### src/rtl/sdr_dp_pkg.sv
package sdr_dp_pkg;
  // Burst length code width; the longest burst is 2^(2^BL_CODE_W - 1) beats.
  localparam int unsigned BL_CODE_W = 2;
  localparam int unsigned BEAT_CNT_W = (1 << BL_CODE_W) - 1;

  typedef enum logic [1:0] {
    LAT_DFLT = 2'd0,
    LAT_ONE  = 2'd1,
    LAT_TWO  = 2'd2,
    LAT_THR  = 2'd3
  } rd_lat_e;

  function automatic logic [BEAT_CNT_W-1:0] beats_left(input logic [BL_CODE_W-1:0] code);
    logic [BEAT_CNT_W-1:0] one;
    one = BEAT_CNT_W'(1);
    return (one << code) - one;
  endfunction
endpackage

### src/rtl/sdr_burst_track.sv
module sdr_burst_track
  import sdr_dp_pkg::*;
(
  input  logic                 clk_i,
  input  logic                 rst_ni,
  input  logic                 rd_cmd_i,
  input  logic                 wr_cmd_i,
  input  logic                 term_i,
  input  logic [BL_CODE_W-1:0] bl_i,
  output logic                 rd_beat_o,
  output logic                 wr_beat_o
);
  logic [BEAT_CNT_W-1:0] rem_q;
  logic                  kind_rd_q;
  logic                  cmd, busy, beat, is_rd;

  assign cmd   = rd_cmd_i | wr_cmd_i;
  assign busy  = (rem_q != '0);
  assign beat  = cmd | (busy & ~term_i);
  assign is_rd = cmd ? rd_cmd_i : kind_rd_q;  // read wins on collision

  assign rd_beat_o = beat & is_rd;
  assign wr_beat_o = beat & ~is_rd;

  always_ff @(posedge clk_i or negedge rst_ni) begin
    if (!rst_ni) begin
      rem_q     <= '0;
      kind_rd_q <= 1'b0;
    end else if (cmd) begin
      rem_q     <= beats_left(bl_i);
      kind_rd_q <= rd_cmd_i;
    end else if (term_i) begin
      rem_q <= '0;
    end else if (busy) begin
      rem_q <= rem_q - 1'b1;
    end
  end
endmodule

### src/rtl/sdr_rd_pipe.sv
module sdr_rd_pipe #(
  parameter int unsigned DW       = 4,
  parameter int unsigned MAX_LAT  = 3,
  parameter int unsigned MASK_DLY = 2,
  parameter int unsigned LAT_W    = 2
) (
  input  logic             clk_i,
  input  logic             rst_ni,
  input  logic             rd_beat_i,
  input  logic [LAT_W-1:0] lat_i,
  input  logic             mask_i,
  input  logic [DW-1:0]    dq_i,
  output logic             due_now_o,
  output logic             due_next_o,
  output logic [DW-1:0]    rd_data_o,
  output logic             rd_valid_o,
  output logic             rd_drop_o
);
  logic [MAX_LAT-1:0]  vld_sr;
  logic [MASK_DLY-1:0] msk_sr;
  logic [LAT_W-1:0]    lat_eff;
  logic                masked;

  always_comb begin
    lat_eff = lat_i;
    if (lat_i == '0)                 lat_eff = LAT_W'(1);
    else if (int'(lat_i) > MAX_LAT)  lat_eff = LAT_W'(MAX_LAT);
  end

  // Tap selects how many clocks a read beat waits before the bus carries it.
  assign due_now_o  = vld_sr[lat_eff - LAT_W'(1)];
  assign due_next_o = (lat_eff == LAT_W'(1)) ? rd_beat_i : vld_sr[lat_eff - LAT_W'(2)];
  assign masked     = msk_sr[MASK_DLY-1];

  always_ff @(posedge clk_i or negedge rst_ni) begin
    if (!rst_ni) vld_sr <= '0;
    else         vld_sr <= {vld_sr[MAX_LAT-2:0], rd_beat_i};
  end

  generate
    if (MASK_DLY > 1) begin : g_msk_chain
      always_ff @(posedge clk_i or negedge rst_ni) begin
        if (!rst_ni) msk_sr <= '0;
        else         msk_sr <= {msk_sr[MASK_DLY-2:0], mask_i};
      end
    end else begin : g_msk_single
      always_ff @(posedge clk_i or negedge rst_ni) begin
        if (!rst_ni) msk_sr <= '0;
        else         msk_sr <= mask_i;
      end
    end
  endgenerate

  always_ff @(posedge clk_i or negedge rst_ni) begin
    if (!rst_ni) begin
      rd_valid_o <= 1'b0;
      rd_drop_o  <= 1'b0;
      rd_data_o  <= '0;
    end else begin
      rd_valid_o <= due_now_o & ~masked;
      rd_drop_o  <= due_now_o & masked;
      rd_data_o  <= (due_now_o & ~masked) ? dq_i : '0;
    end
  end
endmodule

### src/rtl/sdr_lat_mask_dp.sv
module sdr_lat_mask_dp
  import sdr_dp_pkg::*;
#(
  parameter int unsigned DW          = 4,
  parameter int unsigned MAX_LAT     = 3,
  parameter int unsigned RD_MASK_DLY = 2
) (
  input  logic          clk_i,
  input  logic          rst_ni,
  input  logic          rd_cmd_i,
  input  logic          wr_cmd_i,
  input  logic          term_i,
  input  logic [1:0]    lat_i,
  input  logic [1:0]    bl_i,
  input  logic          mask_i,
  input  logic [DW-1:0] wr_data_i,
  input  logic [DW-1:0] dq_i,
  output logic [DW-1:0] dq_o,
  output logic          dq_oe_o,
  output logic          dqm_o,
  output logic [DW-1:0] rd_data_o,
  output logic          rd_valid_o,
  output logic          rd_drop_o
);
  localparam int unsigned LAT_W = 2;

  logic rd_beat, wr_beat;
  logic due_now, due_next;

  sdr_burst_track u_burst (
    .clk_i     (clk_i),
    .rst_ni    (rst_ni),
    .rd_cmd_i  (rd_cmd_i),
    .wr_cmd_i  (wr_cmd_i),
    .term_i    (term_i),
    .bl_i      (bl_i),
    .rd_beat_o (rd_beat),
    .wr_beat_o (wr_beat)
  );

  sdr_rd_pipe #(
    .DW       (DW),
    .MAX_LAT  (MAX_LAT),
    .MASK_DLY (RD_MASK_DLY),
    .LAT_W    (LAT_W)
  ) u_rd_pipe (
    .clk_i      (clk_i),
    .rst_ni     (rst_ni),
    .rd_beat_i  (rd_beat),
    .lat_i      (lat_i),
    .mask_i     (mask_i),
    .dq_i       (dq_i),
    .due_now_o  (due_now),
    .due_next_o (due_next),
    .rd_data_o  (rd_data_o),
    .rd_valid_o (rd_valid_o),
    .rd_drop_o  (rd_drop_o)
  );

  // Release the bus a clock ahead of returning read data.
  assign dq_oe_o = wr_beat & ~due_now & ~due_next;
  assign dq_o    = dq_oe_o ? wr_data_i : '0;
  assign dqm_o   = mask_i;
endmodule

### config.mk
export PLATFORM = sky130hd
export DESIGN_NAME = sdr_lat_mask_dp
export DESIGN_NICKNAME = d
export VERILOG_FILES = /design/src/rtl/sdr_dp_pkg.sv /design/src/rtl/sdr_burst_track.sv /design/src/rtl/sdr_rd_pipe.sv /design/src/rtl/sdr_lat_mask_dp.sv
export SDC_FILE = /design/constraint.sdc
export NUM_CORES = 1
export LEC_CHECK = 0
export BUFFER_PORTS_ARGS = -buffer_cell sky130_fd_sc_hd__buf_4
export CAP_MARGIN = 30
export CORE_MARGIN = 5
export CORE_UTILIZATION = 43
export DETAILED_ROUTE_END_ITERATION = 8
export PLACE_DENSITY = 0.85
export SLEW_MARGIN = 20
export SYNTH_ARGS = -nofsm -noshare
export SYNTH_HDL_FRONTEND = slang
export SYNTH_SLANG_ARGS = --single-unit
### constraint.sdc
create_clock -name clk_i -period 1.88 [get_ports clk_i]
set_input_delay 0.282 -clock clk_i [delete_from_list [all_inputs] [get_ports clk_i]]
set_output_delay 0.282 -clock clk_i [all_outputs]
set_load 0.005 [all_outputs]
**Word level (Yosys, flattened, before mapping)**

Cells that the tools add are included.

- Word-level logic and storage cells: 44
- Output and inout bits: 12
- Register bits: 15
- Input port bits: 18

- $add $sub $neg: 4
- Shift operators: 1
- Order comparisons: 2
- Reduce and logical (&&, ||, !) cells: 3
- Muxes and demuxes: 12
- Eq/ne operators: 1
- Bitwise operators: 14

Operator list:

| operator | count |
|---|---|
| 3-bit two-way mux | 3 |
| 4-bit two-way mux | 2 |
| 1-bit AND | 7 |
| 2-bit by 3-bit < comparator with 1-bit output (second input constant) | 2 |
| 3-bit nonzero test | 2 |
| 3-bit by 1-bit subtractor with 3-bit output (second input constant) | 2 |
| 1-bit NOT | 5 |
| 1-bit binary-select mux with 2-bit select | 2 |
| 1-bit two-way mux | 4 |
| 1-bit by 2-bit << shifter with 3-bit output (first input constant) | 1 |
| 2-bit by 1-bit == test with 1-bit output (second input constant) | 1 |
| 2-bit zero test | 1 |
| 2-bit two-way mux | 1 |
| 1-bit bitwise OR | 2 |
| 2-bit by 1-bit subtractor with 2-bit output (second input constant) | 1 |
| 2-bit subtractor (second input constant) | 1 |

**Logic depth before layout (Yosys ltp)**

- Depth in word-level cells: 9
- Mapped depth: 6
- Mapped depth without buffers: 6

**Hierarchy**

From an unflattened synthesis, not the netlist that was laid out.

- Cell total of the unflattened synthesis: 64
- Area total of the unflattened synthesis: 735.7 um2

By module, submodules not included:

| module | cells an instance | instances | area an instance (um2) | sequential area each (um2) |
|---|---|---|---|---|
| sdr_rd_pipe | 29 | 1 | 397.9 | 275.3 |
| sdr_burst_track | 29 | 1 | 272.8 | 100.1 |
| sdr_lat_mask_dp | 6 | 1 | 65.1 | 0.0 |

**Worst setup path before layout**

Ideal clock, no wire load.

- Path type: register -> output
- From: register u_burst.rem_q[0]
- To: output dq_o[0]
- Path slack: 0.226 ns
- Data arrival time: 1.372 ns
- Buffers on the path: 0
- Stages on the path, launching flop included: 7
- Required time: 1.598 ns
- Path through: dfrtp_1 inv_1 ha_1 ha_1 nor3_1 nor2_1 nor4b_1

- Cells in the longest elaborated chain, start to end: 8
- Elaborated cells between the ends (all ways): 10
- Classes of those cells: mux: 2; bitwise: 7; reduce/logical: 1

Ends and longest elaborated chain:

| what | RTL line | text |
|---|---|---|
| from (decl) | sdr_burst_track.sv:13 | `logic [BEAT_CNT_W-1:0] rem_q;` |
| from (signal assigned) | sdr_burst_track.sv:30 | `rem_q <= beats_left(bl_i);` |
| from (signal assigned) | sdr_burst_track.sv:35 | `rem_q <= rem_q - 1'b1;` |
| 3-bit nonzero test * | sdr_burst_track.sv:18 | `assign busy = (rem_q != '0);` |
| 1-bit AND * | sdr_burst_track.sv:19 | `assign beat = cmd \| (busy & ~term_i);` |
| 1-bit bitwise OR * | sdr_burst_track.sv:19 |  |
| 1-bit AND | sdr_burst_track.sv:22 | `assign rd_beat_o = beat & is_rd;` |
| 1-bit two-way mux | sdr_rd_pipe.sv:32 | `assign due_next_o = (lat_eff == LAT_W'(1)) ? rd_beat_i : vld_sr[lat_eff - LAT_W'(2)];` |
| 1-bit NOT | sdr_lat_mask_dp.sv:61 | `assign dq_oe_o = wr_beat & ~due_now & ~due_next;` |
| 1-bit AND * | sdr_lat_mask_dp.sv:61 |  |
| 4-bit two-way mux * | sdr_lat_mask_dp.sv:62 | `assign dq_o = dq_oe_o ? wr_data_i : '0;` |
| to (decl) | sdr_lat_mask_dp.sv:18 | `output logic [DW-1:0] dq_o,` |

Every way passes the cells marked *; elsewhere a longest branch is shown, timed or not.

**Worst setup path in the final report**

- From: register u_burst.rem_q[1]
- To: output dq_o[1]

Same word-level chain as after synthesis.

==> summary.md <==
| Metric | Value |
|---|---|
| Status | `finished, violations left` |
| Failing checks | `negative setup slack` |
| Register area | `375 um2` |
| FP Rows | `14` |
| Final WL | `1550 um` |
| Avg WL per Cell | `14.2 um` |
| Die Width | `48.8 um` |
| Synth Register Bits | `15` |
| Cell Area, Synth | `648 um2` |
| Clock buffer depth | `2` |
| Clock tree root buffer cell | `clkbuf_4` |
| Final critical-path setup slack | `-129 ps` |
| # fillers | `106` |
| Worst Path Required | `1600 ps` |
| HPWL after detailed placement | `1050 um` |
| Slew HR | `68.3%` |
| DRT Pass-1 Iters | `4` |
| Port bufs | `29` |
| Area grow syn2layout | `59.1%` |
| Sw Ratio | `25.6%` |
| Worst setup path start | `u_burst.rem_q[1]$_DFFE_PN0P_` |
| Antenna viol nets, final | `0` |
| Synth Net Count | `77` |
| Finished Layout Cells | `109` |
| Crit Path Max Fanout | `5` |
| Peak VDD IR | `438 uV` |
| Seq/Total Area, Yosys | `57.9%` |
| F_max | `498 MHz` |
| CTS tree | `built` |
| R2R Setup Slk | `510 ps` |
| P_int | `518 uW` |
| Pin count of the biggest net entering global routing | `16` |
| Worst r2r path cells | `7` |
| Worst Clk Skew | `1.39 ps` |
| Overflow after GRT | `0` |
| Clock sinks | `15` |
| Crit end category | `output port` |
| Fraction of layout cells with a size suffix above 1 | `55.9%` |
| Drt initial violations | `6` |
| Startpoint types | `flip-flop` |
| Most common cell after layout, fill and taps aside | `buf_4` |
| # setup viols final | `5` |
| TritonCTS Buffers | `3` |
| Comb power frac | `23.6%` |
| Dpl cells | `101` |
| Fin. Hold Viols | `0` |
| Leak pwr | `0.000489 uW` |
| Most frequent cells in the layout | `buf_4 (33), dfrtp_1 (15), inv_1 (5), and2_2 (4), nand2_1 (4)` |
| Area of the multi-input gates | `333 um2` |
| Yosys Warn Count | `0` |
| Max-Cap Viols | `0` |
| Placer congestion estimate | `0.719` |
| Cell variety after synth | `21` |
| Global-route usage over all layers | `14.9%` |
| Pwr/cell area | `676 nW/um2` |
| Vias in the first global route | `645` |
| Power share of the sequential group | `51.4%` |
| Fin crit period | `2010 ps` |
| Routed vias/inst | `5.18` |
| Final period util | `107%` |
| Syn Inst Count | `57` |
| Crit path to | `dq_o[1]` |
| First-pass GRT wire length | `2770 um` |
| IO Pins | `30` |
| Worst path arrival time | `1730 ps` |
| Core area | `1470 um2` |
| Reg2reg end | `u_burst.rem_q[1]$_DFFE_PN0P_` |
| Crit Reg-Reg Startpoint | `u_burst.rem_q[1]$_DFFE_PN0P_` |
| Clock share of power | `25.1%` |
| Worst Max-Slew Pin Slew | `475 ps` |
| CTS H-tree lvls | `1` |
| Max-slew violations | `0` |
| Unrepaired setup endpoints after global routing | `true` |
| Switch Pwr | `179 uW` |
| Nets | `114` |
| Latest clock arrival within the worst-skew pair | `280 ps` |
| # DRC | `0` |
| Initial antenna violation count | `0` |
| Mean Syn Cell Area | `11.4 um2` |
| Die Y-Extent | `48.8 um` |
| Reg clk slew, reported paths | `80 ps` |
| Type of the worst setup path | `reg -> out` |
| Via count | `565` |
| Die Footprint | `2380 um2` |
| Class of the worst hold path | `in -> reg` |
| Diode count | `0` |
| Initial Utilization | `44.0%` |
| Hold slack final | `118 ps` |
worst max-delay path, stage by stage, from the launching register on:
cell and delay (ps):
dfrtp_1 360, inv_1 50, ha_2 180, ha_4 170, nor3_4 200, nor2_4 90
nor4b_2 250, buf_4 160
cell type report:
type	instances	area share [%]
well taps	16	1.94
inverters	5	1.82
repair buffers	34	25.0
multi-input cells	35	32.3
clock buffers	4	2.55
flip-flops and latches	15	36.4
power by group through the flow:
stage	Combinational [uW]	Clock, uW	Sequential (uW)
final	164	175	358
after global routing	181	209	361
after CTS	147	185	358
after detailed placement	125	0	364
after global placement	121	0	363
after floorplan	55.7	0	364
registers in the layout, indices dropped and copies added (netlist names):
| signal | flops |
|---|---|
| u_rd_pipe.rd_data_o | 4 |
| u_rd_pipe.msk_sr | 2 |
| u_rd_pipe.rd_valid_o | 1 |
| u_rd_pipe.rd_drop_o | 1 |
| u_rd_pipe.vld_sr | 3 |
| u_burst.kind_rd_q | 1 |
| u_burst.rem_q | 3 |
worst min path at each step:
stage / end / cells past startpoint / slack (ps) / from
2_1_floorplan: u_burst.kind_rd_q$_DFF_PN0_ / 0 / -10 / rst_ni
3_3_place_gp: u_burst.rem_q[1]$_DFFE_PN0P_ / 1 / 140 / rst_ni
3_5_place_dp: u_burst.rem_q[1]$_DFFE_PN0P_ / 1 / 140 / rst_ni
4_1_cts: u_rd_pipe.msk_sr[0]$_DFF_PN0_ / 1 / 110 / mask_i
5_1_grt: u_rd_pipe.msk_sr[0]$_DFF_PN0_ / 1 / 90 / mask_i
6_report: u_rd_pipe.msk_sr[0]$_DFF_PN0_ / 1 / 120 / mask_i
cells in the mapped netlist, drive strengths merged:
| cell type | instances | share of area [%] |
|---|---|---|
| inv | 5 | 2.9 |
| nor3 | 4 | 3.1 |
| a211oi | 2 | 3.1 |
| nor2 | 4 | 2.3 |
| nor4b | 4 | 5.4 |
| buf | 1 | 1.2 |
| mux2i | 1 | 1.5 |
| a22o | 1 | 1.4 |
| o21ai | 3 | 2.3 |
| clkbuf | 1 | 0.58 |
| o21a | 1 | 1.2 |
| nand2 | 4 | 2.3 |
| a21o | 1 | 1.2 |
| and2 | 4 | 4.6 |
| dfrtp | 15 | 58 |
| a311oi | 1 | 1.4 |
| ha | 2 | 3.9 |
| a32o | 1 | 1.5 |
| xnor2 | 1 | 1.4 |
| or2 | 1 | 0.97 |
metal layers:
| metal | track usage, % | routed length, um | up-vias |
|---|---|---|---|
| met4 | 8.07 | 33 | 0 |
| met3 | 4.89 | 88 | 4 |
| met5 | 0 | 0 | - |
| met2 | 26.5 | 882 | 23 |
| met1 | 15.2 | 546 | 267 |
| li1 | - | - | 271 |
repair_timing:
| action | in CTS | in global routing |
|---|---|---|
| setup buffers | 1 | 2 |
| resized for setup | 12 | 3 |
| pin swaps | 4 | 1 |
| setup endpoints to repair | 5 | 5 |
| hold buffers | 1 | 0 |
| endpoints found under the hold margin | 15 | 0 |
cell families (layout without fill, tap and decap cells):
| kind of cell | count (synthesis) | count (layout) | share of synthesized area [%] |
|---|---|---|---|
| xor+xnor | 1 | 1 | 1.35 |
| simple gates | 21 | 21 | 18.7 |
| compound gates | 10 | 10 | 12.0 |
| fa+ha+maj | 2 | 2 | 3.86 |
| flops | 15 | 15 | 57.9 |
| buf+inv | 7 | 43 | 4.63 |
| mux | 1 | 1 | 1.54 |
through the flow:
step	area (um2)	TNS (ps)	total power [uW]	setup slack (ps)	util [%]
after global placement	882	0	484	133	59.9
after global routing	1030	-995	751	-217	70.1
final	1030	-475	697	-129	70.1
after floorplan	648	0	419	226	-
after detailed placement	882	0	489	55.4	59.9
after CTS	991	-447	690	-122	67.3
Power figures use the tool's default switching activity.
